**src/rtl/dtg_pkg.sv**
```systemverilog
package dtg_pkg;

    localparam int DT_CNT_W  = 6;
    localparam int DT_PS_W   = 2;
    localparam int PC_W      = (1 << DT_PS_W) - 1;
    localparam int UNIT_W    = DT_CNT_W + DT_PS_W;
    localparam int NUM_UNITS = 2;

    typedef enum logic {
        UNIT_A = 1'b0,
        UNIT_B = 1'b1
    } dt_unit_e;

    typedef enum logic {
        PS_IDLE = 1'b0,
        PS_WAIT = 1'b1
    } pair_state_e;

    typedef struct packed {
        logic [DT_PS_W-1:0]  ps;
        logic [DT_CNT_W-1:0] cnt;
    } dt_unit_cfg_t;

    typedef struct packed {
        dt_unit_e fall_sel;
        dt_unit_e rise_sel;
    } pair_asg_t;

    typedef struct packed {
        logic hi;
        logic lo;
    } drive_t;

    function automatic logic [PC_W-1:0] ps_limit(input logic [DT_PS_W-1:0] ps);
        logic [PC_W-1:0] m;
        m = '0;
        for (int i = 0; i < PC_W; i++) begin
            if (i < int'(ps)) m[i] = 1'b1;
        end
        return m;
    endfunction

    function automatic drive_t level_drive(input logic lvl);
        drive_t d;
        d.hi = lvl;
        d.lo = ~lvl;
        return d;
    endfunction

endpackage

```
**src/rtl/dtg_prescaler.sv**
```systemverilog
module dtg_prescaler
    import dtg_pkg::*;
(
    input  logic                clk,
    input  logic                rst,
    input  logic                clr,
    input  logic [DT_PS_W-1:0]  ps,
    output logic                tick,
    output logic [PC_W-1:0]     phase
);
    logic [PC_W-1:0] limit;

    assign limit = ps_limit(ps);
    assign tick  = !clr && (phase >= limit);

    always_ff @(posedge clk) begin
        if (rst || clr) begin
            phase <= '0;
        end else if (phase >= limit) begin
            phase <= '0;
        end else begin
            phase <= phase + PC_W'(1);
        end
    end
endmodule

```
**src/rtl/dtg_cfg_regs.sv**
```systemverilog
module dtg_cfg_regs
    import dtg_pkg::*;
#(
    parameter int NUM_PAIRS = 3
) (
    input  logic                     clk,
    input  logic                     rst,
    input  logic                     dt_we,
    input  logic [2*UNIT_W-1:0]      dt_wdata,
    input  logic                     asg_we,
    input  logic [2*NUM_PAIRS-1:0]   asg_wdata,
    output dt_unit_cfg_t             ucfg [NUM_UNITS],
    output pair_asg_t                asg  [NUM_PAIRS],
    output logic                     any_write
);
    logic [2*UNIT_W-1:0]    dt_q;
    logic [2*NUM_PAIRS-1:0] asg_q;

    always_ff @(posedge clk) begin
        if (rst) begin
            dt_q  <= '0;
            asg_q <= '0;
        end else begin
            if (dt_we)  dt_q  <= dt_wdata;
            if (asg_we) asg_q <= asg_wdata;
        end
    end

    assign any_write = dt_we || asg_we;

    for (genvar u = 0; u < NUM_UNITS; u++) begin : g_ucfg
        assign ucfg[u] = dt_unit_cfg_t'(dt_q[u*UNIT_W +: UNIT_W]);
    end

    for (genvar p = 0; p < NUM_PAIRS; p++) begin : g_asg
        assign asg[p] = pair_asg_t'(asg_q[2*p +: 2]);
    end
endmodule

```
**src/rtl/dtg_pair.sv**
```systemverilog
module dtg_pair
    import dtg_pkg::*;
(
    input  logic          clk,
    input  logic          rst,
    input  logic          pwm_in,
    input  logic          tick_a,
    input  logic          tick_b,
    input  dt_unit_cfg_t  cfg_a,
    input  dt_unit_cfg_t  cfg_b,
    input  pair_asg_t     asg,
    output drive_t        drv
);
    logic                pwm_q;
    pair_state_e         state;
    logic [DT_CNT_W-1:0] timer;
    dt_unit_e            unit_q;

    logic                edge_seen;
    dt_unit_e            new_unit;
    logic [DT_CNT_W-1:0] new_cnt;
    logic                run_tick;
    logic                expire;

    assign edge_seen = (pwm_in != pwm_q);
    assign new_unit  = pwm_in ? asg.rise_sel : asg.fall_sel;
    assign new_cnt   = (new_unit == UNIT_B) ? cfg_b.cnt : cfg_a.cnt;
    assign run_tick  = (unit_q == UNIT_B) ? tick_b : tick_a;
    assign expire    = (timer == '0) || (run_tick && (timer == DT_CNT_W'(1)));

    always_ff @(posedge clk) begin
        if (rst) begin
            pwm_q  <= 1'b0;
            state  <= PS_WAIT;
            timer  <= '0;
            unit_q <= UNIT_A;
            drv    <= '0;
        end else begin
            pwm_q <= pwm_in;
            if (edge_seen) begin
                unit_q <= new_unit;
                timer  <= new_cnt;
                if (new_cnt == '0) begin
                    drv   <= level_drive(pwm_in);
                    state <= PS_IDLE;
                end else begin
                    drv   <= '0;
                    state <= PS_WAIT;
                end
            end else if (state == PS_WAIT) begin
                if (expire) begin
                    drv   <= level_drive(pwm_q);
                    state <= PS_IDLE;
                end else if (run_tick) begin
                    timer <= timer - DT_CNT_W'(1);
                end
            end
        end
    end
endmodule

```
**src/rtl/dtg_top.sv**
```systemverilog
module dtg_top
    import dtg_pkg::*;
#(
    parameter int NUM_PAIRS = 3
) (
    input  logic                   clk,
    input  logic                   rst,
    input  logic [NUM_PAIRS-1:0]   pwm_raw,
    input  logic                   dt_cfg_we,
    input  logic [2*UNIT_W-1:0]    dt_cfg_wdata,
    input  logic                   asg_cfg_we,
    input  logic [2*NUM_PAIRS-1:0] asg_cfg_wdata,
    input  logic                   duty_load,
    output logic [NUM_PAIRS-1:0]   drv_hi,
    output logic [NUM_PAIRS-1:0]   drv_lo
);
    dt_unit_cfg_t ucfg [NUM_UNITS];
    pair_asg_t    asg  [NUM_PAIRS];
    logic         any_write;
    logic         presc_clr;
    logic         tick  [NUM_UNITS];
    logic [PC_W-1:0] phase [NUM_UNITS];

    dtg_cfg_regs #(.NUM_PAIRS(NUM_PAIRS)) u_cfg (
        .clk       (clk),
        .rst       (rst),
        .dt_we     (dt_cfg_we),
        .dt_wdata  (dt_cfg_wdata),
        .asg_we    (asg_cfg_we),
        .asg_wdata (asg_cfg_wdata),
        .ucfg      (ucfg),
        .asg       (asg),
        .any_write (any_write)
    );

    assign presc_clr = duty_load || any_write;

    for (genvar u = 0; u < NUM_UNITS; u++) begin : g_unit
        dtg_prescaler u_ps (
            .clk   (clk),
            .rst   (rst),
            .clr   (presc_clr),
            .ps    (ucfg[u].ps),
            .tick  (tick[u]),
            .phase (phase[u])
        );
    end

    for (genvar p = 0; p < NUM_PAIRS; p++) begin : g_pair
        drive_t d;
        dtg_pair u_pair (
            .clk    (clk),
            .rst    (rst),
            .pwm_in (pwm_raw[p]),
            .tick_a (tick[0]),
            .tick_b (tick[1]),
            .cfg_a  (ucfg[0]),
            .cfg_b  (ucfg[1]),
            .asg    (asg[p]),
            .drv    (d)
        );
        assign drv_hi[p] = d.hi;
        assign drv_lo[p] = d.lo;
    end

    logic [PC_W-1:0]     phase_a, phase_b;
    logic [DT_CNT_W-1:0] cnt_a, cnt_b;
    logic [2*NUM_PAIRS-1:0] asg_bits;

    assign phase_a = phase[0];
    assign phase_b = phase[1];
    assign cnt_a   = ucfg[0].cnt;
    assign cnt_b   = ucfg[1].cnt;
    for (genvar p = 0; p < NUM_PAIRS; p++) begin : g_asg_bits
        assign asg_bits[2*p +: 2] = asg[p];
    end
endmodule

```
**config.mk**
```make
export PLATFORM = sky130hd
export DESIGN_NAME = dtg_top
export DESIGN_NICKNAME = d
export VERILOG_FILES = /design/src/rtl/dtg_pkg.sv /design/src/rtl/dtg_prescaler.sv /design/src/rtl/dtg_cfg_regs.sv /design/src/rtl/dtg_pair.sv /design/src/rtl/dtg_top.sv
export SDC_FILE = /design/constraint.sdc
export NUM_CORES = 1
export LEC_CHECK = 0
export ABC_AREA = 1
export BUFFER_PORTS_ARGS = -buffer_cell sky130_fd_sc_hd__buf_2
export CORE_UTILIZATION = 60
export CTS_BUF_LIST = sky130_fd_sc_hd__clkbuf_8
export CTS_CLUSTER_DIAMETER = 50
export DETAILED_ROUTE_END_ITERATION = 12
export PLACE_DENSITY = 0.81
export SLEW_MARGIN = 20
export SYNTH_ARGS = -nofsm -noshare
export SYNTH_HDL_FRONTEND = slang
export SYNTH_SLANG_ARGS = --single-unit
```
**constraint.sdc**
```tcl
create_clock -name clk -period 1.9 [get_ports clk]
set_input_delay 0.095 -clock clk [delete_from_list [all_inputs] [get_ports clk]]
set_output_delay 0.095 -clock clk [all_outputs]
set_load 0.05 [all_outputs]
```
==> key figures <==
Outcome
  – Status: finished clean

Setup path
  – WP data arrival: 2090 ps
  – Worst Path Buf+Inv: 2
  – Crit Path Max Fanout: 5
  – WS Path Type: flop to flop
  – CP max-delay cell: dfxtp_2
  – Worst setup EP type: flop
  – CP Cell Sequence: or2_4 -> ha_4 -> inv_2 -> nand2_2 -> nand2_4 -> nand2_4 -> nand3_1 -> nand2_2 -> nand4_4 -> buf_4 -> nand3_1 -> a21oi_1
  – Worst path top cell family by delay: simple AND/OR/NAND/NOR gates
  – Startpoint Class: flop
  – CP peak stage delay: approximately 320 ps
  – Critical path required time: about 2100 ps

Floorplanning
  – Die width: 78.4 µm
  – Std cell rows: 27
  – Die area: 6150 µm²
  – Die Y-Extent: 78.4 µm
  – Core footprint: 5570 µm²
  – Initial Util: 62.9%
  – IO Pins: 36

Timing
  – RSZ-0062 raised after global routing: yes
  – Slew @ Worst Pin: 502 ps
  – Rel. slew slack: 66.3%
  – Final Skew: between 6 and 7 ps
  – Final setup fails: 0
  – Max frequency: 534 MHz
  – Final hold vios: 0
  – Max Slew Vio Count: 0
  – Final worst setup slack: 26.8 ps
  – Final Cycle Share: between 90% and 100%
  – Min Tclk post-route: 1870 ps

Power and ir drop
  – Peak supply drop: 0.633 mV
  – Pwr dens: 848 nW/µm²
  – Net Sw Frac: 33.9%
  – Clock share of power: 32.2%
  – Sw power: approximately 1200 µW
  – Sequential Power Share: 40.8%
  – Pleak: 0.00206 µW
  – Pint: 2420 µW
  – Gate power share: a little over a quarter

Route
  – Antenna viol nets, final: 0
  – Via/cell ratio: 5.43
  – WL final: 9000 µm
  – Detailed-route DRC error count: 0
  – DR WL/cell: between 10 and 15 µm
  – First-pass detailed-route iteration total: 5
  – Via count: approximately 3700
  – DRT iter0 DRCs: between 200 and 250

Global routing
  – Grt ovf: 0
  – Tot GR Track Use: 30.4%
  – Met3 usage: 6.16%
  – Gr busiest metal: met2
  – Met2 usage: 52.6%
  – Global-route wire length before repair: around 15000 µm
  – Vias in the first global route: 3376
  – Largest net degree at the start of global routing: 27
  – Number of antenna violations at the first check in global routing: 0
  – GR Util met1: 36.9%

Place
  – Placed cell areas: 3780 µm²
  – Routability cong.: 0.892
  – HPWL after DPL: 5960 µm
  – Port Buffers: 35
  – Pre-CTS setup slack: -47.7 ps

Finish
  – Layout cells sized above 1: 20.1%
  – Final-layout fill cell count: 416
  – Design area: 4310 µm²
  – P&R area growth vs syn: 23.1%
  – Antenna Cells: 0
  – Layout Nets: 646

Worst hold path
  – Worst Hold Class: input port to flop

Yosys
  – Synth Register Bits: 61
  – Sequential-to-total area share from yosys stat: 34.9%
  – Post-synth top cells: nand2_1 (151), nor2_1 (93), dfxtp_1 (61)
  – Synth Flop Type: dfxtp_1
  – Post-Syn Nets: around 600
  – Netlist Area Pre-Place: ~3500 µm²
  – Ranking of synthesized cells by area: dfxtp_1 (35%), nand2_1 (16%), nor2_1 (10%)
  – Yosys top cell by area: dfxtp_1
  – Post-synth EDFFs: 0
  – Syn Inst Count: 541
  – Most frequent cell after synthesis: nand2_1
  – Asr flop ratio synth: 0%
  – Yosys warnings: 0
  – Yosys cell types: 26
  – Avg Cell Area, Syn: 6.48 µm²
  – Post-synth top area share: 34.9%

Clock tree
  – CTS buffer count: 9
  – Htree depth: 3
  – CTS Sinks: 61
  – TritonCTS clock tree: done
  – Clk pin slew, worst setup/hold paths: 70 ps
  – Clock Latency Late Sink: 340 ps
  – Clock root cell: clkbuf_8
  – Clk buf depth: 2

Run
  – Number of max-cap violations: 0
==> routing by layer <==
metal	routed length (µm)	share of wire, %	vias to the layer above
met5	0	0	-
met4	171	1.9	0
met3	499	5.5	21
met2	4490	50	132
met1	3840	43	1681
li1	-	-	1830
==> cells in the final DEF, fill, tap and decap left out, drive strengths merged <==
cell         Yosys  final
dfxtp           61     61
bufinv           0      1
nand2          162    162
ha              17     17
clkinvlp         0      1
xor2             1      1
nand3           35     35
and3             1      1
nand3b           4      4
or2              2      2
a21oi           32     32
nand4            5      5
o21ai           42     42
dlygate4sd3      0     10
clkinv           3      5
buf              6     50
o31ai            3      3
clkbuf           7     11
xnor2            5      5
inv             56     56
nor3             2      2
nor2            93     93
o21a             1      1
o21bai           3      3
==> registers in the layout, indices dropped and copies added, names as in the netlist <==
register / flops
g_pair.u_pair.timer: 18
u_cfg.dt_q: 16
u_cfg.asg_q: 6
g_pair.u_pair.unit_q: 3
g_pair.u_pair.drv: 6
g_pair.u_pair.state: 3
g_unit.u_ps.phase: 6
g_pair.u_pair.pwm_q: 3
==> worst register-to-register path, stage by stage (launching register included) <==
cell and delay (ps):
dfxtp_2 320, or2_4 250, ha_4 270, inv_2 30, nand2_2 80, nand2_4 70, nand2_4 80, nand3_1 80
nand2_2 140, nand4_4 140, buf_4 180, nand3_1 60, a21oi_1 70
==> path summary, 6_finish.rpt <==
| path | start | to | slack [ps] | cells after the start |
|---|---|---|---|---|
| setup / recovery | u_cfg.dt_q[15]$_SDFFE_PP0P_ | g_pair[1].u_pair.timer[4]$_SDFFE_PP0P_ | 30 | 12 |
| hold / removal | dt_cfg_wdata[10] | u_cfg.dt_q[10]$_SDFFE_PP0P_ | 3 | 3 |
| setup reg to reg | u_cfg.dt_q[15]$_SDFFE_PP0P_ | g_pair[1].u_pair.timer[4]$_SDFFE_PP0P_ | 30 | 12 |
| hold reg to reg | g_unit[1].u_ps.phase[0]$_SDFF_PP0_ | g_unit[1].u_ps.phase[0]$_SDFF_PP0_ | 470 | 1 |
==> final cells by class <==
class | instances | area, µm² | share of cell area (%)
timing repair buffer | 60 | 395 | 9.17
clock buffer | 11 | 151 | 3.51
clock inverter | 4 | 47.5 | 1.10
multi-input combinational | 408 | 2180 | 50.5
sequential | 61 | 1230 | 28.4
tap | 72 | 90.1 | 2.09
inverter | 59 | 224 | 5.19
==> logic make-up (layout without fill, tap and decap cells) <==
logic type                 Yosys count  count (layout)  share of synthesized area, %
DFF                                 61              61                          34.9
buffers and inverters               72             134                          7.93
and+or+nand+nor                    304             304                          37.6
xor gates and xnor gates             6               6                          1.50
AOI/OAI and AO/OA                   81              81                          12.1
adders and majority gates           17              17                          6.07
==> stage by stage <==
| step | setup TNS (ps) | hold WS (ps) | instances | util, % | power [µW] |
|---|---|---|---|---|---|
| finish | 0 | 3.16 | 675 | 77.4 | 3660 |
| floorplan | 0 | 164 | 541 | - | 2160 |
| global route | -281 | 10.7 | 675 | 77.4 | 3850 |
| global placement | 0 | 317 | 644 | 67.8 | 2350 |
| detailed placement | -258 | 326 | 644 | 67.8 | 2380 |
| CTS | 0 | 2.52 | 669 | 74.0 | 3570 |
==> timing repair <==
item / in CTS / in global routing
setup endpoints to repair: 23 / 24
resized for setup: 11 / 37
buffers inserted: 0 / 6
hold buffers: 10 / 0
pin swaps: 4 / 24
endpoints found under the hold margin: 10 / 0
==> power groups by stage <==
stage / Sequential [µW] / Combinational (µW) / Clock (µW)
after floorplan: 1560 / 599 / 0
after global placement: 1510 / 843 / 0
after detailed placement: 1510 / 867 / 0
after CTS: 1480 / 909 / 1180
after global routing: 1500 / 1100 / 1250
final: 1490 / 989 / 1180
No activity file was read; power rests on OpenSTA's default activity.
